--- src/rtl/err_log_pkg.sv ---
package err_log_pkg;

    typedef enum logic {
        SLOT_ARMED = 1'b0,
        SLOT_HELD  = 1'b1
    } slot_state_e;

    localparam logic [1:0] ADR_FIRST = 2'd0;
    localparam logic [1:0] ADR_SUBSQ = 2'd1;
    localparam logic [1:0] ADR_LOG_F = 2'd2;
    localparam logic [1:0] ADR_LOG_N = 2'd3;

endpackage

--- src/rtl/err_class_slot.sv ---
module err_class_slot
    import err_log_pkg::*;
#(
    parameter int N_SRC = 8,
    parameter int LOG_W = 16,
    parameter logic [N_SRC-1:0] CLS_MASK = '1
) (
    input  logic                   clk,
    input  logic                   rst_n,
    input  logic [N_SRC-1:0]       err_vec,
    input  logic [N_SRC*LOG_W-1:0] err_ctx,
    input  logic [N_SRC-1:0]       keep_bits,   // class first bits surviving this cycle's clear
    output logic                   take_first,
    output logic [LOG_W-1:0]       log_q
);

    slot_state_e state_q, state_d;
    logic [N_SRC-1:0] hit;
    logic [LOG_W-1:0] low_ctx;
    logic             found;

    assign hit = err_vec & CLS_MASK;

    // lowest-numbered erroring source supplies the context
    always_comb begin
        low_ctx = '0;
        found   = 1'b0;
        for (int i = 0; i < N_SRC; i++) begin
            if (hit[i] && !found) begin
                low_ctx = err_ctx[i*LOG_W +: LOG_W];
                found   = 1'b1;
            end
        end
    end

    always_comb begin
        state_d = state_q;
        unique case (state_q)
            SLOT_ARMED: if (|hit)              state_d = SLOT_HELD;   // capture
            SLOT_HELD:  if (keep_bits == '0)   state_d = SLOT_ARMED;  // rearm
        endcase
    end

    always_ff @(posedge clk or negedge rst_n) begin
        if (!rst_n) begin
            state_q <= SLOT_ARMED;
            log_q   <= '0;
        end else begin
            state_q <= state_d;
            if (state_q == SLOT_ARMED && found) log_q <= low_ctx;
        end
    end

    always_comb begin
        take_first = (state_q == SLOT_ARMED);
    end

endmodule

--- src/rtl/err_reg_read.sv ---
module err_reg_read
    import err_log_pkg::*;
#(
    parameter int N_SRC = 8,
    parameter int LOG_W = 16,
    parameter int RD_W  = 16
) (
    input  logic             clk,
    input  logic             rst_n,
    input  logic [1:0]       addr,
    input  logic [N_SRC-1:0] first_q,
    input  logic [N_SRC-1:0] subsq_q,
    input  logic [LOG_W-1:0] log_f,
    input  logic [LOG_W-1:0] log_n,
    output logic [RD_W-1:0]  rd_data
);

    logic [RD_W-1:0] rd_mux;

    always_comb begin
        rd_mux = '0;
        unique case (addr)
            ADR_FIRST: rd_mux[N_SRC-1:0] = first_q;
            ADR_SUBSQ: rd_mux[N_SRC-1:0] = subsq_q;
            ADR_LOG_F: rd_mux[LOG_W-1:0] = log_f;
            ADR_LOG_N: rd_mux[LOG_W-1:0] = log_n;
        endcase
    end

    always_ff @(posedge clk or negedge rst_n) begin
        if (!rst_n) rd_data <= '0;
        else        rd_data <= rd_mux;
    end

endmodule

--- src/rtl/err_status_logger.sv ---
module err_status_logger
    import err_log_pkg::*;
#(
    parameter int N_SRC = 8,
    parameter int LOG_W = 16,
    parameter logic [N_SRC-1:0] FATAL_MASK = 8'hF0,
    localparam int RD_W = (N_SRC > LOG_W) ? N_SRC : LOG_W
) (
    input  logic                   clk,
    input  logic                   rst_n,
    input  logic [N_SRC-1:0]       err_vec,
    input  logic [N_SRC*LOG_W-1:0] err_ctx,
    input  logic [1:0]             addr,
    input  logic                   wr_en,
    input  logic [N_SRC-1:0]       wr_data,
    output logic [RD_W-1:0]        rd_data,
    output logic                   irq_any,
    output logic                   irq_fatal,
    output logic                   irq_nonfatal
);

    localparam int N_CLS = 2;  // 0 fatal, 1 non-fatal

    logic [N_SRC-1:0] first_q, subsq_q, first_d, subsq_d;
    logic [N_SRC-1:0] clr_first, clr_subsq, to_first, to_subsq;
    logic [N_SRC-1:0] cls_mask [N_CLS];
    logic [N_CLS-1:0] take;
    logic [LOG_W-1:0] log_q [N_CLS];

    assign cls_mask[0] = FATAL_MASK;
    assign cls_mask[1] = ~FATAL_MASK;

    generate
        for (genvar g = 0; g < N_CLS; g++) begin : g_cls
            err_class_slot #(
                .N_SRC   (N_SRC),
                .LOG_W   (LOG_W),
                .CLS_MASK((g == 0) ? FATAL_MASK : ~FATAL_MASK)
            ) u_slot (
                .clk       (clk),
                .rst_n     (rst_n),
                .err_vec   (err_vec),
                .err_ctx   (err_ctx),
                .keep_bits (first_q & cls_mask[g] & ~clr_first),
                .take_first(take[g]),
                .log_q     (log_q[g])
            );
        end
    endgenerate

    always_comb begin
        clr_first = (wr_en && addr == ADR_FIRST) ? wr_data : '0;
        clr_subsq = (wr_en && addr == ADR_SUBSQ) ? wr_data : '0;
        to_first  = (take[0] ? (err_vec & cls_mask[0]) : '0)
                  | (take[1] ? (err_vec & cls_mask[1]) : '0);
        to_subsq  = err_vec & ~to_first;
        first_d   = (first_q & ~clr_first) | to_first;   // new error beats clear
        subsq_d   = (subsq_q & ~clr_subsq) | to_subsq;
    end

    always_ff @(posedge clk or negedge rst_n) begin
        if (!rst_n) begin
            first_q <= '0;
            subsq_q <= '0;
        end else begin
            first_q <= first_d;
            subsq_q <= subsq_d;
        end
    end

    err_reg_read #(
        .N_SRC(N_SRC),
        .LOG_W(LOG_W),
        .RD_W (RD_W)
    ) u_read (
        .clk    (clk),
        .rst_n  (rst_n),
        .addr   (addr),
        .first_q(first_q),
        .subsq_q(subsq_q),
        .log_f  (log_q[0]),
        .log_n  (log_q[1]),
        .rd_data(rd_data)
    );

    always_comb begin
        irq_fatal    = |((first_q | subsq_q) & cls_mask[0]);
        irq_nonfatal = |((first_q | subsq_q) & cls_mask[1]);
        irq_any      = irq_fatal | irq_nonfatal;
    end

endmodule

--- config.mk ---
export PLATFORM = sky130hd
export DESIGN_NAME = err_status_logger
export DESIGN_NICKNAME = d
export VERILOG_FILES = /design/src/rtl/err_log_pkg.sv /design/src/rtl/err_class_slot.sv /design/src/rtl/err_reg_read.sv /design/src/rtl/err_status_logger.sv
export SDC_FILE = /design/constraint.sdc
export NUM_CORES = 1
export LEC_CHECK = 0
export BUFFER_PORTS_ARGS = -buffer_cell sky130_fd_sc_hd__buf_2
export CAP_MARGIN = 20
export CORE_MARGIN = 2
export CORE_UTILIZATION = 44
export CTS_CLUSTER_DIAMETER = 60
export CTS_CLUSTER_SIZE = 28
export DETAILED_ROUTE_END_ITERATION = 10
export GPL_TIMING_DRIVEN = 0
export PLACE_DENSITY = 0.78
export SLEW_MARGIN = 25
export SYNTH_ARGS = -nofsm -noshare
export SYNTH_HDL_FRONTEND = slang
export SYNTH_SLANG_ARGS = --single-unit
--- constraint.sdc ---
create_clock -name clk -period 1.21 [get_ports clk]
set_input_delay 0.121 -clock clk [delete_from_list [all_inputs] [get_ports clk]]
set_output_delay 0.121 -clock clk [all_outputs]
set_load 0.02 [all_outputs]
### After elaboration in Yosys (flattened, before gate mapping)

Index checks and enable logic that the tools add are counted.

* flip-flop bits (word level): 66
* input bits: 149
* output and inout port bits: 19
* word-level logic and storage cells: 76

* eq/ne operators: 3
* mux-type cells: 28
* bitwise logic cells: 15
* reductions and logical operators: 23

Operators by type and width (count)
* 16-bit 2-to-1 mux: 8
* 8-bit AND: 4
* 8-bit case mux with 4 select lines: 1
* 8-bit 2-to-1 mux: 3
* 8-bit inverter: 3
* 8-bit OR: 3
* 8-bit zero test: 2
* 8-bit case mux with 2 select lines: 1
* 4-bit OR reduction: 4
* 1-bit 2-to-1 mux: 12
* 1-bit logical AND: 10
* 4-bit by 8-bit AND with 8-bit output: 1
* 8-bit by 4-bit OR with 8-bit output: 1
* 1-bit zero test: 6
* 2-bit == test (second input constant): 2
* 4-bit 2-to-1 mux: 1
* 1-bit case mux with 2 select lines: 2
* 2-bit by 1-bit == test with 1-bit output (second input constant): 1
* 2-bit zero test: 1
* 1-bit inverter: 2
* 1-bit OR: 1

### Logic depth before layout (Yosys ltp)

* depth in word-level cells: 11
* mapped depth: 6
* depth with buffers taken out: 4

### By module

Synthesis repeated with hierarchy kept, for this count alone.

* cell total of the unflattened synthesis: 451
* area total of the unflattened synthesis: 4166.5 µm²

By module, submodules not included
* err_class_slot: times used 2, cells an instance 170, area an instance 1291.2 µm², seq. area each 425.4 µm²
* err_status_logger: times used 1, cells an instance 67, area an instance 810.8 µm², seq. area each 400.4 µm²
* err_reg_read: times used 1, cells an instance 44, area an instance 773.2 µm², seq. area each 400.4 µm²

### Worst setup path before layout

No wires, ideal clock.

* path type: input to register
* from: input addr[1]
* to: register g_cls[1].u_slot.state_q
* library setup time: 0.118 ns
* data arrival time: 1.107 ns
* data required time: 1.092 ns
* setup slack: -0.015 ns
* stages on the path: 5
* buffers on the path: 1
* cell sequence: buf_2 -> or3b_4 -> o21ai_2 -> nand4_1 -> a21o_1

* cells in the longest elaborated chain, start to end: 8

RTL lines
* start, declared: line err_status_logger.sv:13 `input logic [1:0] addr,`
* 2-bit zero test: line err_status_logger.sv:52 `clr_first = (wr_en && addr == ADR_FIRST) ? wr_data : '0;`
* 1-bit logical AND: line err_status_logger.sv:52
* 8-bit 2-to-1 mux: line err_status_logger.sv:52
* 8-bit inverter: line err_status_logger.sv:44 `.keep_bits (first_q & cls_mask[g] & ~clr_first),`
* 4-bit by 8-bit AND with 8-bit output: line err_status_logger.sv:44
* 8-bit zero test: line err_class_slot.sv:40 `SLOT_HELD: if (keep_bits == '0) state_d = SLOT_ARMED;`
* 1-bit 2-to-1 mux: line err_class_slot.sv:40
* 1-bit case mux with 2 select lines: line err_class_slot.sv:38 `unique case (state_q)`
* net g_cls[1].u_slot.state_d: line err_class_slot.sv:17 `slot_state_e state_q, state_d;`
* end signal, assigned: line err_class_slot.sv:49 `state_q <= state_d;`
* end, declared: line err_class_slot.sv:17

The timed path passes the listed nets, and every way through them passes these cells.
A chain may end at the register's enable or synchronous reset.

### Final worst setup path

* from: register first_q[2]
* to: output irq_any

* cells in the longest elaborated chain, start to end: 3

RTL lines
* start, declared: line err_status_logger.sv:24 `logic [N_SRC-1:0] first_q, subsq_q, first_d, subsq_d;`
* start signal, assigned: line err_status_logger.sv:66 `first_q <= first_d;`
* 8-bit OR: line err_status_logger.sv:88 `irq_nonfatal = |((first_q | subsq_q) & cls_mask[1]);`
* 4-bit OR reduction: line err_status_logger.sv:88
* 1-bit OR: line err_status_logger.sv:89 `irq_any = irq_fatal | irq_nonfatal;`
* end, declared: line err_status_logger.sv:17 `output logic irq_any,`

Every way passes these cells.

==> flow_metrics.tcl <==
set metrics [dict create \
    outcome "finished, violations left" \
    violations "setup timing" \
    grt_pass1_vias 4018 \
    final_core_util_pct 60.4 \
    vias_per_cell 5.61 \
    cap_violations 0 \
    p_int_w 0.00562 \
    required_ns 1.09 \
    stdcell_area_um2 5240 \
    syn_avg_cell_area_um2 9.29 \
    clk_path_buf_depth 2 \
    grt_max_degree 67 \
    cp_cell_sequence "nor4_4 > nand4_1 > buf_2" \
    wl_um 11600 \
    synth.distinct_cells 42 \
    grtUsageTotal_pct 24.2 \
    insertion_delay_ns 0.34 \
    area_growth_pct 34.0 \
    busiest_layer "met2" \
    setup_violations 3 \
    place_area_um2 4870 \
    critical_path_arrival_ns 1.39 \
    fin_ws_ns -0.296 \
    yosysTopAreaCell "dfrtp_1" \
    core_area_um2 8680 \
    place_congestion 0.872 \
    seq_area_frac_synth_pct 42.2 \
    yosysWarnings 0 \
    cts.clk_slew.worst_paths_ns 0.07 \
    grt_util_met2_pct 39.9 \
    grt_use_met1_pct 31.1 \
    seq_power_share_pct 42.8 \
    worst_path_largest_cell_delay_ns 0.41 \
    numCtsBuffers 9 \
    die_w_um 98.3 \
    vias 4003 \
    yosysTopAreaCellShare_pct 42.2 \
    ant_nets 0 \
    p_per_area_nw_per_um2 1680 \
    path_delay_family "simple AND/OR/NAND/NOR gates" \
    rsz0062_at_grt "true" \
    root_buffer "clkbuf_8" \
    drive_gt1_share_pct 40.1 \
    fmax_mhz 664 \
    hold_class "in -> reg" \
    pre_cts_slack_ns -0.180 \
    drcViolationCount 0 \
    nFillCells 749 \
    synth.area.top_cells "dfrtp_1, a221o_1, nand2_1" \
    ys_ff_latch 66 \
    final_common_cell "buf_2" \
    syn_area_um2 3910 \
    nets 751 \
    worst-path-buf-inv 1 \
    chipHeight_um 98.3 \
    antenna_found_initial 0 \
    holdWs_ns 0.0262 \
    syn_inst 421 \
    finalHoldViolations 0 \
    layout_min_cycle_time_ns 1.51 \
    drt_iter0_markers 154 \
    tightest_slew_ns 0.799 \
    htreeDepth 3 \
    first_pass_iters 4 \
    cp_max_fo 2 \
    initial_core_util_pct 45.1 \
    p_switching_w 0.00319 \
    cts_tree "yes" \
    grt_pass1_wl_um 18600 \
    post_drt_wl_per_cell_um 16.2 \
    combPwrFrac_pct 36.5 \
    synth-edff-count 0 \
    p_leak_nw 2.49 \
    fp.dieArea_um2 9660 \
    start_kind "flop" \
    period_share_pct 124 \
    cts_sinks 66 \
    hpwlAfterDp_um 9090 \
    diodes 0 \
    slowest_stage "dfrtp_1" \
    worstSetupPathType "reg -> out" \
    final_cell_mix "buf_2, nand2_1, dfrtp_1" \
    switching_share_pct 36.2 \
    use_met3_pct 4.15 \
    relSlewSlack_pct 46.7 \
    maxSlewViolCount 0 \
    boundaryPins 168 \
    synth_nets 570 \
    peakVddDrop_v 0.000792 \
    yosys_most_used_dff "dfrtp_1" \
    p_clk_share_pct 20.7 \
    rows 34 \
    overflow 0 \
    crit_path_end_kind "primary output" \
    async_reset_ff_share_pct 100 \
    io_buffer_count 162 \
    clock-skew-final_ns 0.00884 \
]
[cell usage after synthesis (3+ instances only)]
master     n
nor2_1    32
mux2i_1    8
buf_6      5
o21ai_0   18
buf_4      7
nor2b_1    8
nor4_1     4
a211oi_1  28
a22o_1     4
o21ai_2    7
clkbuf_1   6
nand2_1   71
buf_2     17
mux4_1     3
mux4_2     5
nand4_1    3
a31oi_1   30
a221o_1   29
inv_1     42
dfrtp_1   66
[stage by stage]
step / instances / power [W] / setup TNS (ns)
2_1_floorplan: 421 / 0.00555 / 0
3_3_place_gp: 691 / 0.00657 / -16.05
3_5_place_dp: 691 / 0.00669 / -4.39
4_1_cts: 711 / 0.00864 / -0.809
5_1_grt: 714 / 0.00933 / -0.925
6_report: 714 / 0.00881 / -0.764
[final cells by class]
type / count / area (µm²) / share of cell area (%)
plain buffers: 34 / 250 / 4.78
well taps: 108 / 135 / 2.58
inverters: 44 / 165 / 3.15
flip-flops and latches: 66 / 1650 / 31.5
multi-input cells: 276 / 1950 / 37.2
repair buffers: 171 / 893 / 17.0
clock inverters: 5 / 55.1 / 1.05
clock buffers: 10 / 138 / 2.63
[registers in the layout, indices dropped and copies added (netlist names)]
| register | flops |
|---|---|
| subsq_q | 8 |
| g_cls.u_slot.log_q | 32 |
| g_cls.u_slot.state_q | 2 |
| u_read.rd_data | 16 |
| first_q | 8 |
[power by group through the flow]
stage	registers (W)	logic, W	clock network, W
floorplan	0.00372	0.00183	0
global placement	0.00368	0.00289	0
detailed placement	0.00372	0.00298	0
CTS	0.00374	0.00306	0.00184
global route	0.00387	0.00356	0.00191
finish	0.00377	0.00322	0.00182
[worst paths after layout]
check	cells past startpoint	slack [ns]	end	startpoint
max in group asynchronous	2	0.24	g_cls[0].u_slot.state_q$_DFF_PN0_	rst_n
min in group asynchronous	2	0.40	g_cls[0].u_slot.log_q[0]$_DFFE_PN0P_	rst_n
min reg2reg	1	0.50	g_cls[1].u_slot.log_q[14]$_DFFE_PN0P_	g_cls[1].u_slot.log_q[14]$_DFFE_PN0P_
max	3	-0.30	irq_any	first_q[2]$_DFF_PN0_
min	3	0.03	g_cls[0].u_slot.log_q[9]$_DFFE_PN0P_	err_ctx[121]
max reg2reg	4	0.04	g_cls[0].u_slot.log_q[13]$_DFFE_PN0P_	g_cls[0].u_slot.state_q$_DFF_PN0_
[worst reg2reg max path: stages (launching register included)]
cell and delay [ns]:
dfrtp_2 0.45, a41oi_4 0.23, buf_6 0.18, nor2_1 0.05, a31oi_1 0.17
[repair_timing]
| item | in CTS | in global routing |
|---|---|---|
| cloned | 0 | 1 |
| pin swaps | 3 | 3 |
| hold buffers | 1 | 0 |
| gates resized for setup | 13 | 12 |
| endpoints found under the setup margin | 18 | 27 |
| buffers inserted | 5 | 2 |
| hold endpoints to repair | 66 | 0 |
[per-layer routing]
metal  routed length [µm]  vias to the layer above
met4                  411                        0
met3                  705                       31
li1                     -                     1897
met1                 4700                     1909
met2                 5770                      166
met5                    0                        -
[kinds of logic after synthesis]
kind of cell	share of synthesized area, %
and+or+nand+nor	15.0
muxes	6.94
DFF	42.2
AOI/OAI and AO/OA	26.0
buffers and inverters	9.76
Note: power is estimated with default switching activity, not from simulation.
